<file path="src/rtl/iommu_ctl_pkg.sv">
package iommu_ctl_pkg;

   // register byte offsets
   localparam logic [7:0] OFF_BASE  = 8'h00;
   localparam logic [7:0] OFF_STAT  = 8'h04;
   localparam logic [7:0] OFF_CMD   = 8'h08;
   localparam logic [7:0] OFF_FADDR = 8'h0C;
   localparam logic [7:0] OFF_ZAPLN = 8'h10;
   localparam logic [7:0] OFF_RAW   = 8'h14;
   localparam logic [7:0] OFF_CLR   = 8'h18;
   localparam logic [7:0] OFF_MASK  = 8'h1C;
   localparam logic [7:0] OFF_MSTAT = 8'h20;
   localparam logic [7:0] OFF_GATE  = 8'h24;

   localparam int CMD_W = 3;

   typedef enum logic [CMD_W-1:0] {
      CMD_PAGE_ON   = 3'd0,
      CMD_PAGE_OFF  = 3'd1,
      CMD_STALL_ON  = 3'd2,
      CMD_STALL_OFF = 3'd3,
      CMD_ZAP_ALL   = 3'd4,
      CMD_FAULT_ACK = 3'd5,
      CMD_HARD_RST  = 3'd6,
      CMD_NONE      = 3'd7
   } cmd_e;

   // interrupt bit positions
   localparam int IRQ_W      = 2;
   localparam int IRQ_FAULT  = 0;
   localparam int IRQ_BUSERR = 1;

   // status bit positions
   localparam int ST_PAGING  = 0;
   localparam int ST_FAULT   = 1;
   localparam int ST_STALL   = 2;
   localparam int ST_IDLE    = 3;
   localparam int ST_REPLAY  = 4;
   localparam int ST_FWRITE  = 5;
   localparam int ST_NOSTALL = 31;

endpackage

</file>
<file path="src/rtl/iommu_cmd_seq.sv">
module iommu_cmd_seq
   import iommu_ctl_pkg::*;
#(
   parameter int CMD_LAT = 3
) (
   input  logic clk,
   input  logic rst_n,
   input  logic cmd_vld_i,
   input  cmd_e cmd_code_i,
   output logic paging_o,
   output logic stall_o,
   output logic hard_rst_o
);

   localparam int PIPE_BITS = CMD_W * CMD_LAT;

   logic [CMD_LAT-1:0]   stg_vld;
   logic [PIPE_BITS-1:0] stg_code;
   logic                 app_vld;
   cmd_e                 app_code;

   generate
      if (CMD_LAT == 1) begin : g_one_stage
         always_ff @(posedge clk or negedge rst_n) begin
            if (!rst_n) begin
               stg_vld  <= '0;
               stg_code <= '0;
            end else begin
               stg_vld  <= cmd_vld_i;
               stg_code <= cmd_code_i;
            end
         end
      end else begin : g_shift_stages
         always_ff @(posedge clk or negedge rst_n) begin
            if (!rst_n) begin
               stg_vld  <= '0;
               stg_code <= '0;
            end else begin
               stg_vld  <= {stg_vld[CMD_LAT-2:0], cmd_vld_i};
               stg_code <= {stg_code[PIPE_BITS-CMD_W-1:0], cmd_code_i};
            end
         end
      end
   endgenerate

   assign app_vld  = stg_vld[CMD_LAT-1];
   assign app_code = cmd_e'(stg_code[PIPE_BITS-1 -: CMD_W]);

   always_ff @(posedge clk or negedge rst_n) begin
      if (!rst_n) begin
         paging_o <= 1'b0;
         stall_o  <= 1'b0;
      end else if (app_vld) begin
         case (app_code)
            CMD_PAGE_ON:   paging_o <= 1'b1;
            CMD_PAGE_OFF: begin
               paging_o <= 1'b0;
               stall_o  <= 1'b0;
            end
            CMD_STALL_ON:  if (paging_o) stall_o <= 1'b1;
            CMD_STALL_OFF: stall_o <= 1'b0;
            CMD_HARD_RST: begin
               paging_o <= 1'b0;
               stall_o  <= 1'b0;
            end
            default: ;
         endcase
      end
   end

   assign hard_rst_o = app_vld && (app_code == CMD_HARD_RST);

endmodule

</file>
<file path="src/rtl/iommu_irq_ctrl.sv">
module iommu_irq_ctrl
   import iommu_ctl_pkg::*;
#(
   parameter int DATA_W = 32
) (
   input  logic              clk,
   input  logic              rst_n,
   input  logic              hard_rst_i,
   input  logic              fault_evt_i,
   input  logic              buserr_evt_i,
   input  logic              evt_write_i,
   input  logic [DATA_W-1:0] evt_addr_i,
   input  logic              mask_we_i,
   input  logic [IRQ_W-1:0]  mask_wd_i,
   input  logic              clr_we_i,
   input  logic [IRQ_W-1:0]  clr_wd_i,
   input  logic              ack_i,
   output logic [IRQ_W-1:0]  raw_o,
   output logic [IRQ_W-1:0]  mask_o,
   output logic              fault_act_o,
   output logic              fault_wr_o,
   output logic [DATA_W-1:0] fault_addr_o,
   output logic              irq_o
);

   logic [IRQ_W-1:0] evt;

   always_comb begin
      evt             = '0;
      evt[IRQ_FAULT]  = fault_evt_i;
      evt[IRQ_BUSERR] = buserr_evt_i;
   end

   generate
      for (genvar b = 0; b < IRQ_W; b++) begin : g_raw
         always_ff @(posedge clk or negedge rst_n) begin
            if (!rst_n)                   raw_o[b] <= 1'b0;
            else if (hard_rst_i)          raw_o[b] <= 1'b0;
            else if (evt[b])              raw_o[b] <= 1'b1;
            else if (clr_we_i && clr_wd_i[b]) raw_o[b] <= 1'b0;
         end
      end
   endgenerate

   always_ff @(posedge clk or negedge rst_n) begin
      if (!rst_n) begin
         mask_o       <= '0;
         fault_act_o  <= 1'b0;
         fault_wr_o   <= 1'b0;
         fault_addr_o <= '0;
      end else if (hard_rst_i) begin
         mask_o       <= '0;
         fault_act_o  <= 1'b0;
         fault_wr_o   <= 1'b0;
         fault_addr_o <= '0;
      end else begin
         if (mask_we_i) mask_o <= mask_wd_i;
         if (fault_evt_i) begin
            fault_act_o <= 1'b1;
            fault_wr_o  <= evt_write_i;
         end else if (ack_i) begin
            fault_act_o <= 1'b0;
         end
         if (fault_evt_i || buserr_evt_i) fault_addr_o <= evt_addr_i;
      end
   end

   assign irq_o = |(raw_o & mask_o);

endmodule

</file>
<file path="src/rtl/iommu_ctl_regs.sv">
module iommu_ctl_regs
   import iommu_ctl_pkg::*;
#(
   parameter int ADDR_W     = 8,
   parameter int DATA_W     = 32,
   parameter int PAGE_SHIFT = 12,
   parameter int CMD_LAT    = 3,
   parameter int GATE_W     = 4
) (
   input  logic              clk,
   input  logic              rst_n,
   input  logic              reg_wr_i,
   input  logic [ADDR_W-1:0] reg_addr_i,
   input  logic [DATA_W-1:0] reg_wdata_i,
   output logic [DATA_W-1:0] reg_rdata_o,
   input  logic              dp_fault_i,
   input  logic              dp_bus_err_i,
   input  logic              dp_fault_write_i,
   input  logic [DATA_W-1:0] dp_fault_addr_i,
   input  logic              dp_idle_i,
   input  logic              dp_replay_empty_i,
   output logic              paging_en_o,
   output logic              stall_en_o,
   output logic              zap_all_o,
   output logic              zap_line_o,
   output logic [DATA_W-1:0] zap_line_addr_o,
   output logic [GATE_W-1:0] gate_cfg_o,
   output logic              irq_o
);

   localparam int PG_BITS  = DATA_W - PAGE_SHIFT;
   localparam int CMD_LIM  = 7;

   // elaboration-time parameter checks
   generate
      if (DATA_W != 32) begin : g_bad_data_w
         $error("DATA_W must be 32: status uses bit 31");
      end
      if (PAGE_SHIFT < 1 || PAGE_SHIFT >= DATA_W) begin : g_bad_page_shift
         $error("PAGE_SHIFT must lie between 1 and DATA_W-1");
      end
      if (CMD_LAT < 1 || CMD_LAT > 16) begin : g_bad_cmd_lat
         $error("CMD_LAT must lie between 1 and 16");
      end
      if (GATE_W < 1 || GATE_W > DATA_W) begin : g_bad_gate_w
         $error("GATE_W must lie between 1 and DATA_W");
      end
      if (ADDR_W < 6) begin : g_bad_addr_w
         $error("ADDR_W must cover offset 0x24");
      end
   endgenerate

   // write decode
   logic wr_base, wr_cmd, wr_zapln, wr_clr, wr_mask, wr_gate;

   assign wr_base  = reg_wr_i && (reg_addr_i == ADDR_W'(OFF_BASE));
   assign wr_cmd   = reg_wr_i && (reg_addr_i == ADDR_W'(OFF_CMD));
   assign wr_zapln = reg_wr_i && (reg_addr_i == ADDR_W'(OFF_ZAPLN));
   assign wr_clr   = reg_wr_i && (reg_addr_i == ADDR_W'(OFF_CLR));
   assign wr_mask  = reg_wr_i && (reg_addr_i == ADDR_W'(OFF_MASK));
   assign wr_gate  = reg_wr_i && (reg_addr_i == ADDR_W'(OFF_GATE));

   // command decode
   logic cmd_legal, cmd_timed, cmd_ack, cmd_zap;
   cmd_e cmd_code;

   assign cmd_legal = wr_cmd && (reg_wdata_i < DATA_W'(CMD_LIM));
   assign cmd_code  = cmd_e'(reg_wdata_i[CMD_W-1:0]);
   assign cmd_ack   = cmd_legal && (cmd_code == CMD_FAULT_ACK);
   assign cmd_zap   = cmd_legal && (cmd_code == CMD_ZAP_ALL);
   assign cmd_timed = cmd_legal && !cmd_ack && !cmd_zap;

   logic hard_rst;

   iommu_cmd_seq #(
      .CMD_LAT (CMD_LAT)
   ) u_seq (
      .clk        (clk),
      .rst_n      (rst_n),
      .cmd_vld_i  (cmd_timed),
      .cmd_code_i (cmd_code),
      .paging_o   (paging_en_o),
      .stall_o    (stall_en_o),
      .hard_rst_o (hard_rst)
   );

   logic [IRQ_W-1:0]  raw_w, mask_w;
   logic              fault_act_w, fault_wr_w;
   logic [DATA_W-1:0] fault_addr_w;

   iommu_irq_ctrl #(
      .DATA_W (DATA_W)
   ) u_irq (
      .clk          (clk),
      .rst_n        (rst_n),
      .hard_rst_i   (hard_rst),
      .fault_evt_i  (dp_fault_i),
      .buserr_evt_i (dp_bus_err_i),
      .evt_write_i  (dp_fault_write_i),
      .evt_addr_i   (dp_fault_addr_i),
      .mask_we_i    (wr_mask),
      .mask_wd_i    (reg_wdata_i[IRQ_W-1:0]),
      .clr_we_i     (wr_clr),
      .clr_wd_i     (reg_wdata_i[IRQ_W-1:0]),
      .ack_i        (cmd_ack),
      .raw_o        (raw_w),
      .mask_o       (mask_w),
      .fault_act_o  (fault_act_w),
      .fault_wr_o   (fault_wr_w),
      .fault_addr_o (fault_addr_w),
      .irq_o        (irq_o)
   );

   // directory base, gating, flush pulses
   logic [PG_BITS-1:0] base_q;

   always_ff @(posedge clk or negedge rst_n) begin
      if (!rst_n) begin
         base_q     <= '0;
         gate_cfg_o <= '0;
      end else if (hard_rst) begin
         base_q     <= '0;
         gate_cfg_o <= '0;
      end else begin
         if (wr_base) base_q     <= reg_wdata_i[DATA_W-1:PAGE_SHIFT];
         if (wr_gate) gate_cfg_o <= reg_wdata_i[GATE_W-1:0];
      end
   end

   always_ff @(posedge clk or negedge rst_n) begin
      if (!rst_n) begin
         zap_all_o       <= 1'b0;
         zap_line_o      <= 1'b0;
         zap_line_addr_o <= '0;
      end else begin
         zap_all_o  <= cmd_zap;
         zap_line_o <= wr_zapln;
         if (wr_zapln)
            zap_line_addr_o <= {reg_wdata_i[DATA_W-1:PAGE_SHIFT], {PAGE_SHIFT{1'b0}}};
      end
   end

   // status word
   logic [DATA_W-1:0] stat_w;

   always_comb begin
      stat_w             = '0;
      stat_w[ST_PAGING]  = paging_en_o;
      stat_w[ST_FAULT]   = fault_act_w;
      stat_w[ST_STALL]   = stall_en_o;
      stat_w[ST_IDLE]    = dp_idle_i;
      stat_w[ST_REPLAY]  = dp_replay_empty_i;
      stat_w[ST_FWRITE]  = fault_wr_w;
      stat_w[ST_NOSTALL] = !stall_en_o;
   end

   // read mux
   always_comb begin
      reg_rdata_o = '0;
      case (reg_addr_i)
         ADDR_W'(OFF_BASE):  reg_rdata_o = {base_q, {PAGE_SHIFT{1'b0}}};
         ADDR_W'(OFF_STAT):  reg_rdata_o = stat_w;
         ADDR_W'(OFF_FADDR): reg_rdata_o = fault_addr_w;
         ADDR_W'(OFF_RAW):   reg_rdata_o = DATA_W'(raw_w);
         ADDR_W'(OFF_MASK):  reg_rdata_o = DATA_W'(mask_w);
         ADDR_W'(OFF_MSTAT): reg_rdata_o = DATA_W'(raw_w & mask_w);
         ADDR_W'(OFF_GATE):  reg_rdata_o = DATA_W'(gate_cfg_o);
         default:            reg_rdata_o = '0;
      endcase
   end

endmodule

</file>
<file path="config.mk">
export PLATFORM = sky130hd
export DESIGN_NAME = iommu_ctl_regs
export DESIGN_NICKNAME = d
export VERILOG_FILES = /design/src/rtl/iommu_ctl_pkg.sv /design/src/rtl/iommu_cmd_seq.sv /design/src/rtl/iommu_irq_ctrl.sv /design/src/rtl/iommu_ctl_regs.sv
export SDC_FILE = /design/constraint.sdc
export NUM_CORES = 1
export LEC_CHECK = 0
export ABC_AREA = 0
export CORE_MARGIN = 4
export CORE_UTILIZATION = 42
export CTS_BUF_LIST = sky130_fd_sc_hd__clkbuf_2 sky130_fd_sc_hd__clkbuf_4 sky130_fd_sc_hd__clkbuf_8
export DETAILED_ROUTE_END_ITERATION = 16
export PLACE_DENSITY = 0.86
export SKIP_CTS_REPAIR_TIMING = 1
export SYNTH_ARGS = -nofsm -noshare
export SYNTH_HDL_FRONTEND = slang
export SYNTH_SLANG_ARGS = --single-unit
</file>
<file path="constraint.sdc">
create_clock -name clk -period 1.8 [get_ports clk]
set_input_delay 0.36 -clock clk [delete_from_list [all_inputs] [get_ports clk]]
set_output_delay 0.36 -clock clk [all_outputs]
set_load 0.05 [all_outputs]
</file>
Word-level counts from Yosys, hierarchy flattened. Index checks and enable logic that the tools add are counted.

$add $sub $neg: 0. $mul: 0. Reductions and logical operators: 35. Shift operators: 0. Bitwise gates (word level): 2. Multiplexer cells: 23. Magnitude comparators: 1. Divide/modulo/power cells: 0. Eq/ne operators: 16.

Operators with widths (number): $pmux W32 S7 (1); $mux W32 (2); $mux W20 (2); $eq A8 B5 Y1 const B (4); $lt A32 B3 Y1 const B (1); $eq A8 B4 Y1 const B (2); $eq A8 B6 Y1 const B (2); $logic_and A1 B1 Y1 (14); $reduce_bool A2 Y1 (7); $mux W1 (12); $eq A3 B3 Y1 const B (3); $reduce_bool A3 Y1 (3); $eq A8 B3 Y1 const B (1); $logic_not A8 Y1 (1); $mux W4 (2); $eq A3 B2 Y1 const B (2); $and A2 B2 Y2 (2); $mux W2 (2); $pmux W1 S2 (2); $reduce_or A2 Y1 (2); $eq A3 B1 Y1 const B (1); $logic_not A1 Y1 (3); $logic_not A3 Y1 (1); $reduce_and A3 Y1 (1); other kinds (4) (4).

RAM bits: 0. Latch bits: 0. Memory bits (read-only): 0. Memories: 0. Register bits: 98. Word-level logic and storage cells: 92. Input port bits: 80. Output and inout bits: 73.

Longest topological paths before layout. Gate-level depths: netlist (run 1).

Depth after elaboration: 7. Depth in mapped cells: 6. Mapped depth without buffers: 4.

By module. Synthesis (run 1) repeated with hierarchy kept, for this count alone.

Cell total of the unflattened synthesis: 402. Area total of the unflattened synthesis: 4680.7 um^2.

By module, submodules not included: iommu_ctl_regs (sequential area each 1151.1 um^2, cells an instance 208, area an instance 2511.2 um^2, times used 1); iommu_irq_ctrl (sequential area each 950.9 um^2, cells an instance 167, area an instance 1741.7 um^2, times used 1); iommu_cmd_seq (sequential area each 350.3 um^2, cells an instance 27, area an instance 427.9 um^2, times used 1).

Worst setup path after synthesis (run 1). Ideal clock, no wire load.

Path kind: input-to-output. From: input port reg_addr_i[3]. To: output port reg_rdata_o[0]. Required time: 1.440 ns. Data arrival time: 2.041 ns. Path slack: -0.601 ns. Cell stages on the path: 3. Buffers on the path: 0. Path through: nor4_2 a32oi_1 o21ai_0.

Word-level cells in the longest chain between the ends: 2. Elaborated cells between the ends (all ways): 8. Those cells by class: eq/ne (6); mux (1); reduce/logical (1).

Ends and longest elaborated chain: from (decl) (RTL line iommu_ctl_regs.sv:13) `input logic [ADDR_W-1:0] reg_addr_i,`; $eq A8 B6 Y1, or another cell as far along (RTL line iommu_ctl_regs.sv:160) `case (reg_addr_i)`; $pmux W32 S7 (*) (RTL line iommu_ctl_regs.sv:160); to (decl) (RTL line iommu_ctl_regs.sv:15) `output logic [DATA_W-1:0] reg_rdata_o,`.

Mark *: on every way between the ends. The rest lies on a longest branch, timed or not.

Worst setup path in the final report (run 1).
From: input port reg_addr_i[2]. To: output port reg_rdata_o[2].

The elaborated chain is that of the path after synthesis.

==> results of run 1 <==
==> worst max-delay path by stage <==
| stage | to | depth (start not counted) | from | slack (ns) |
|---|---|---|---|---|
| final | reg_rdata_o[2] | 7 | reg_addr_i[2] | -0.39 |
| after CTS | reg_rdata_o[1] | 7 | reg_addr_i[7] | -0.69 |
| after floorplan | reg_rdata_o[2] | 6 | reg_addr_i[6] | -0.04 |
| after global routing | reg_rdata_o[2] | 7 | reg_addr_i[2] | -0.47 |
| after global placement | reg_rdata_o[5] | 6 | reg_addr_i[5] | -0.64 |
| after detailed placement | reg_rdata_o[1] | 7 | reg_addr_i[7] | -0.69 |
==> registers in the layout (all words and copies together), names as in the netlist <==
name	count
base_q	20
zap_line_addr_o	20
u_irq.mask_o	2
u_irq.raw_o	2
u_seq.paging_o	1
u_irq.fault_act_o	1
gate_cfg_o	4
u_seq.stall_o	1
u_irq.fault_wr_o	1
u_irq.fault_addr_o	32
zap_all_o	1
u_seq.stg_code	9
zap_line_o	1
u_seq.stg_vld	3
==> layout make-up <==
class / count / area (um^2)
timing repair buffer: 204 / 2330
inverter: 6 / 22.5
multi-input combinational: 261 / 2010
sequential: 98 / 2450
clock buffer: 9 / 124
tap: 133 / 166
clock inverter: 7 / 91.3
fill: 589 / 2670
==> power by group through the flow <==
stage / Combinational, uW / Clock, uW / Sequential [uW]
final: 761 / 1590 / 2430
after global routing: 810 / 1680 / 2440
after CTS: 734 / 1580 / 2420
after detailed placement: 730 / 0 / 2460
after global placement: 706 / 0 / 2450
after floorplan: 234 / 0 / 2510
==> Yosys cell counts, types with 2 or more instances <==
cell type	number
a21oi_1	3
a221o_1	2
a222oi_1	2
a22o_1	45
and2_1	7
and3_1	2
and3b_1	2
buf_2	7
buf_4	12
clkbuf_1	14
dfrtp_1	98
inv_1	6
mux2_1	2
mux2_2	18
mux2i_1	7
nand2_1	69
nand3_1	4
nand4_1	5
nor2_1	13
nor2b_1	2
nor3_1	2
nor4_1	7
nor4_2	2
nor4b_1	2
o21ai_0	35
or4b_4	2
==> logic make-up after synthesis <==
family / count (synthesis) / synth area share, %
simple gates: 127 / 14.9
flops: 98 / 56.9
mux: 27 / 6.85
other cells: 1 / 0.0870
compound gates: 95 / 16.0
buf+inv: 42 / 5.34
==> layout by cell type (no fill, tap or decap), drive strengths merged, types with 4 or more instances in the layout <==
cell / Yosys / layout
clkbuf: 16 / 14
a22o: 45 / 45
nand2: 69 / 69
dlymetal6s2s: 0 / 7
nor4: 9 / 9
nor2: 13 / 13
mux2: 20 / 20
nand3: 4 / 4
and2: 8 / 8
mux2i: 7 / 7
buf: 20 / 124
dfrtp: 98 / 98
o21ai: 35 / 35
clkdlybuf4s50: 0 / 67
nand4: 5 / 5
conb: 1 / 12
inv: 6 / 11
==> metrics by stage <==
step	setup slack, ns	hold slack (ns)	util, %	instance area, um^2	setup TNS (ns)
final	-0.388	0.370	72.9	7190	-7.69
after global routing	-0.467	0.377	72.9	7190	-9.79
after CTS	-0.694	-0.0715	70.0	6900	-23.86
after detailed placement	-0.691	0.335	67.8	6690	-40.76
after global placement	-0.638	0.329	67.8	6690	-37.26
after floorplan	-0.0428	0.0644	-	4560	-0.366
==> critical path, cell delays in order <==
cell	delay, ns
dlymetal6s2s_1	0.17
and2_4	0.18
and3_4	0.18
buf_4	0.15
a222oi_1	0.50
inv_2	0.11
buf_12	0.17
==> per-layer routing <==
| metal | global-route usage (%) | wire length [um] | part of all wire, % |
|---|---|---|---|
| met1 | 29.8 | 6060 | 38 |
| met2 | 38.8 | 7920 | 49 |
| met3 | 4.05 | 1130 | 7.0 |
| met4 | 12.7 | 922 | 5.8 |
| met5 | 0 | 0 | 0 |
==> run metrics, run 1 <==
status complete, but fails checks; failing checks setup timing; HP Start u_seq.stg_code[3]; startpoint types input pin; post-synthesis cell count 390; Yosys reg bits 98; final clock skew 0.0144 ns; max_cap viols 0; pwr dens 665 mW/mm^2; TritonCTS clock tree done; total power 4780 uW; Crit path arrival time 1.83 ns; final setup vio count 32; cell-internal power 3350 uW; final worst path period share 122%; cts bufs inserted 9; Sw Ratio 29.9%; first-pass GRT wire length 21.3 mm; I/O Buffers 140; Wirelength per Cell 22.3 um; worst min path class reg2reg; hold path depth 0; die width 109 um; fmax 457 MHz; initial detailed-routing violation count 327; ys flop type dfrtp_1; FFs w/ async S/R, synth 100%; clk root buf clkbuf_8; Reg2Reg Setup Slack 0.07 ns; Synth area leader dfrtp_1; final wirelength 16.0 mm; DR vias 4092; H-tree depth 3; worst slew pin tran 0.515 ns; reg2reg end u_irq.fault_addr_o[24]; total congestion overflow 0; area delta synth->final 66.8%; P_sw 1430 uW; RSZ-0062 raised after global routing true; required time of the critical path 1.44 ns; kind of critical path in2out; fin nets 660; top-area cell type share of the netlist area 56.9%; antenna violations before repair 0; Rel. slew slack 65.6%; Starting Density 43.7%; n_diodes 0; hold endpoint u_seq.stg_code[6]; vias per inst 5.70; clock share of power 33.3%; Pre-Repair DR Iteration Count 5; clock-pin slew on the worst setup and hold paths 0.11 ns; Layout Cells excl Fill 718; # placed instances 697; # DRC 0; Post-Syn Area 0.00431 mm^2; Final WS setup -0.388 ns; max-slew violation count 0; Sink Count 98; Critical Path Fanout Max 5; Unique masters post-synth 46; Final Hold Viols 0; Post-DP HPWL 10.5 mm; routability cong. 0.932; reg-to-reg startpoint u_seq.stg_code[6]; total die area 0.0119 mm^2; worst skew pair latency 0.38 ns; core area 0.00986 mm^2; vias in the first global route 4075; Synth area leaders dfrtp_1 (57%), a22o_1 (9.1%), nand2_1 (6.0%); FP Rows 36; Post-Syn Area per Cell 11.1 um^2; Yosys warnings 0; Comb power frac 15.9%; Crit. End Element output pin; layout cell share with drive strength beyond 1 36.4%; leak pwr 0.00350 uW; Ports 153; Final min period 2.19 ns; Seq/Total Area, Yosys 56.9%; antenna viol nets, final 0; R2R depth 4; largest net degree at the start of global routing 43; Worst VDD drop 0.516 mV; Global Route Usage Sum 23.6%; Die H 109 um; Seq pwr share 50.8%; CTS max path bufs 2; EDFF count, synth 0
No activity file was read; power rests on OpenSTA's default activity.
==> run 2, diff against run 1 <==
--- a/config.mk
+++ b/config.mk
@@ -8,10 +8,11 @@
 export ABC_AREA = 0
 export CORE_MARGIN = 4
 export CORE_UTILIZATION = 42
-export CTS_BUF_LIST = sky130_fd_sc_hd__clkbuf_2 sky130_fd_sc_hd__clkbuf_4 sky130_fd_sc_hd__clkbuf_8
+export CTS_BUF_LIST = sky130_fd_sc_hd__clkbuf_2
 export DETAILED_ROUTE_END_ITERATION = 16
 export PLACE_DENSITY = 0.86
 export SKIP_CTS_REPAIR_TIMING = 1
 export SYNTH_ARGS = -nofsm -noshare
 export SYNTH_HDL_FRONTEND = slang
 export SYNTH_SLANG_ARGS = --single-unit
+export TNS_END_PERCENT = 10
==> run metrics, run 2 (synthesized netlist as in run 1, its figures left out) <==
final clock skew 0.0169 ns; Worst VDD drop 0.612 mV; most frequent cells in the layout dfrtp_1 (97), buf_4 (76), clkdlybuf4s50_1 (70), nand2_1 (68), buf_12 (40); CP peak stage delay 0.48 ns; Critical Path Fanout Max 2; Crit path arrival time 1.94 ns; Starting Density 43.7%; CP cell instances a22o_1 -> a222oi_1 -> o21ai_2 -> buf_12; Metal-1 WL 5.72 mm; TritonCTS clock tree done; max FFs per register 32; first-pass GRT wire length 20.8 mm; crit path buf inv count 1; I/O Buffers 140; Fillers 640; vias per inst 5.43; Final Hold Viols 0; H-tree depth 3; cts bufs inserted 9; FF+latch area 0.00245 mm^2; largest registers u_irq.fault_addr_o x32, base_q x20, zap_line_addr_o x20; largest net degree at the start of global routing 44; max-slew violation count 0; pwr dens 607 mW/mm^2; Final min period 2.30 ns; routability cong. 0.895; CP max-delay cell dfrtp_1; max_cap viols 0; status complete, but fails checks; worst skew pair latency 0.58 ns; FP Rows 36; WHS 0.176 ns; Wirelength per Cell 20.0 um; final setup vio count 33; Post-DP HPWL 10.6 mm; RSZ-0062 raised after global routing true; fmax 435 MHz; antenna viol nets, final 0; leak pwr 0.00339 uW; worst min path class in2async; layout cell share with drive strength beyond 1 35.8%; Final Util 71.0%; final worst path period share 128%; multi-input logic area 0.00195 mm^2; required time of the critical path 1.44 ns; DR vias 3891; total die area 0.0119 mm^2; CP top delay family compound AO/OA/AOI/OAI gates; most common cell after layout, fill and taps aside dfrtp_1; fin nets 659; startpoint types flop; met2 routed WL 7.27 mm; antenna violations before repair 1; met3 routed WL 978 um; Ports 153; Global Route Usage Sum 23.0%; kind of critical path reg2out; initial detailed-routing violation count 249; Top Metal Used met5; clock-pin slew on the worst setup and hold paths 0.26 ns; Biggest register u_irq.fault_addr_o; clk root buf clkbuf_2; Die H 109 um; vias in the first global route 3933; Pre-Repair DR Iteration Count 5; Final WS setup -0.501 ns; final wirelength 14.3 mm; failing checks setup timing; Crit. End Element output pin; core area 0.00986 mm^2; Sink Count 98; # DRC 0; area delta synth->final 62.6%; total congestion overflow 0; n_diodes 0; die width 109 um; CTS max path bufs 2
## run 2: cell count changes in the layout (fill, tap and decap cells not counted), sizes merged
cell,change
clkbuf,+1
clkinvlp,+1
clkdlybuf4s50,+3
dlymetal6s2s,-3
inv,-4
buf,-1
clkinv,+2
## run 2: report_power, final
group	switching, uW	internal [uW]
Sequential	104	2330
Clock	756	328
Combinational	395	346
Total	1260	3000
## run 2: worst paths after layout
check | startpoint | slack, ns | cells past startpoint | end
min | rst_n | 0.18 | 2 | u_irq.fault_wr_o
max in group asynchronous | rst_n | 1.06 | 3 | u_irq.fault_addr_o[29]
min reg2reg | u_seq.stg_code[0] | 0.37 | 0 | u_seq.stg_code[3]
max reg2reg | u_seq.stg_code[6] | 0.11 | 4 | u_irq.fault_addr_o[21]
max | u_seq.paging_o | -0.50 | 4 | reg_rdata_o[0]
min in group clk | dp_fault_addr_i[5] | 0.30 | 3 | u_irq.fault_addr_o[5]
## run 2: area by class of cell
cell class	count	share of cell area, %
Timing Repair Buffer	203	32.8
Inverter	6	0.321
Tap cell	133	2.37
Clock inverter	6	0.946
Clock buffer	10	0.714
Multi-Input combinational cell	261	27.8
Sequential cell	98	35.0
## run 2: worst reg2reg max path, cell delays in order (launching register included)
cell and delay (ns):
dfrtp_1 0.48, and4b_1 0.58, nor3_4 0.12, buf_12 0.18, o21ai_0 0.25
## run 2: per-stage QoR
step / instances / setup TNS (ns) / power, uW / instance area (um^2) / worst slack (ns)
final: 717 / -6.70 / 4260 / 7010 / -0.501
after global routing: 717 / -8.60 / 4420 / 7010 / -0.581
after CTS: 712 / -21.05 / 4250 / 6790 / -0.693
after global placement: 696 / -35.69 / 3160 / 6680 / -0.629
after detailed placement: 696 / -38.84 / 3190 / 6680 / -0.688
after floorplan: 401 / -0.545 / 2750 / 4540 / -0.0433
## run 2: per-layer routing
metal | GRT usage, % | vias to the layer above
met1 | 28.8 | 1944
met5 | 0 | -
met2 | 38.6 | 148
li1 | - | 1770
met4 | 8.99 | 2
met3 | 5.58 | 27
==> run 3, diff against run 2 <==
--- a/config.mk
+++ b/config.mk
@@ -10,6 +10,7 @@
 export CORE_UTILIZATION = 42
 export CTS_BUF_LIST = sky130_fd_sc_hd__clkbuf_2
 export DETAILED_ROUTE_END_ITERATION = 16
+export GPL_ROUTABILITY_DRIVEN = 0
 export PLACE_DENSITY = 0.86
 export SKIP_CTS_REPAIR_TIMING = 1
 export SYNTH_ARGS = -nofsm -noshare
==> run metrics, run 3 (synthesized netlist as in run 1, its figures left out) <==
Final min period 2.36 ns; antenna violations before repair 2; Biggest register u_irq.fault_addr_o; worst min path class in2async; vias per inst 5.41; status complete, but fails checks; required time of the critical path 1.44 ns; reg2reg end u_irq.fault_addr_o[6]; Ports 153; vias in the first global route 3863; cts bufs inserted 9; layout cell share with drive strength beyond 1 35.7%; total congestion overflow 0; R2R depth 4; I/O Buffers 140; Die H 109 um; most frequent cells in the layout dfrtp_1 (98), buf_4 (71), clkdlybuf4s50_1 (70), nand2_1 (68), buf_12 (41); FF+latch area 0.00245 mm^2; Starting Density 43.7%; Reg2Reg Setup Slack 0.25 ns; reg-to-reg startpoint u_seq.stg_code[8]; Crit. End Element output pin; final wirelength 14.2 mm; die width 109 um; Pre-Repair DR Iteration Count 6; Rel. slew slack 66.6%; final setup vio count 33; Final Hold Viols 0; fin nets 658; initial detailed-routing violation count 300; most common cell after layout, fill and taps aside dfrtp_1; worst slew pin tran 0.502 ns; Final Util 70.7%; largest net degree at the start of global routing 39; max FFs per register 32; Critical Path Fanout Max 2; worst skew pair latency 0.57 ns; failing checks setup timing; Worst VDD drop 0.442 mV; # DRC 0; max-slew violation count 0; total die area 0.0119 mm^2; max_cap viols 0; crit path from u_seq.paging_o; RSZ-0062 raised after global routing true; fmax 424 MHz; pwr dens 596 mW/mm^2; CP peak stage delay 0.49 ns; Wirelength per Cell 19.8 um; first-pass GRT wire length 20.6 mm; Fillers 635; final instance area 0.00698 mm^2; CP max-delay cell dfrtp_1; H-tree depth 3; FP Rows 36; CTS max path bufs 2; final clock skew 0.0362 ns; clock-pin slew on the worst setup and hold paths 0.28 ns; clk root buf clkbuf_2; Crit path arrival time 2.00 ns; final worst path period share 131%; Post-DP HPWL 10.6 mm; largest registers u_irq.fault_addr_o x32, base_q x20, zap_line_addr_o x20; startpoint types flop; leak pwr 0.00337 uW; Global Route Usage Sum 23.0%; DR vias 3874; TritonCTS clock tree done; Final WS setup -0.561 ns; kind of critical path reg2out; Area after DPL 0.00668 mm^2; multi-input logic area 0.00194 mm^2; area delta synth->final 61.9%; CP cell instances a22o_1 -> a222oi_1 -> o21ai_2 -> buf_12; antenna viol nets, final 0; core area 0.00986 mm^2; Sink Count 98
[run 3: how the worst max path moves through the flow]
stage | endpoint | slack, ns | cells after the start
finish | reg_rdata_o[0] | -0.56 | 4
CTS | reg_rdata_o[17] | -0.68 | 6
detailed placement | reg_rdata_o[17] | -0.68 | 6
global placement | reg_rdata_o[1] | -0.63 | 6
global route | reg_rdata_o[0] | -0.64 | 4
floorplan | reg_rdata_o[2] | -0.04 | 6
[run 3: area by class of cell]
type | instances | share of cell area, %
multi-input combinational | 261 | 27.8
clock buffer | 9 | 0.646
timing repair buffer | 202 | 33.0
tap | 133 | 2.39
sequential | 98 | 35.2
antenna | 1 | 0.0359
inverter | 6 | 0.323
clock inverter | 6 | 0.699
[run 3: worst max-delay path, delay by kind of cell (launching register included)]
family,cells,cell delay (ns)
compound gates,3,0.77
buf+inv,1,0.17
flops,1,0.49
[run 3: stage by stage]
step | worst slack [ns] | total power (uW) | hold slack [ns] | TNS, ns | instances
floorplan | -0.0433 | 2750 | 0.0644 | -0.545 | 401
global placement | -0.628 | 3160 | 0.332 | -35.14 | 695
detailed placement | -0.676 | 3190 | 0.336 | -39.12 | 695
CTS | -0.677 | 4160 | -0.341 | -20.66 | 710
global route | -0.637 | 4340 | 0.206 | -8.32 | 716
finish | -0.561 | 4160 | 0.238 | -6.44 | 716
[run 3: routing by layer]
metal	share of wire, %	wire length (um)	GRT usage, %
met5	0.099	14	0
met1	41	5760	30.5
met3	6.4	903	4.40
met2	50	7070	36.7
met4	3.1	438	10.6
[run 3: power breakdown]
group / switching, uW / total [uW] / internal (uW)
Combinational: 393 / 738 / 345
Sequential: 105 / 2430 / 2330
Clock: 790 / 989 / 198
Total: 1290 / 4160 / 2870
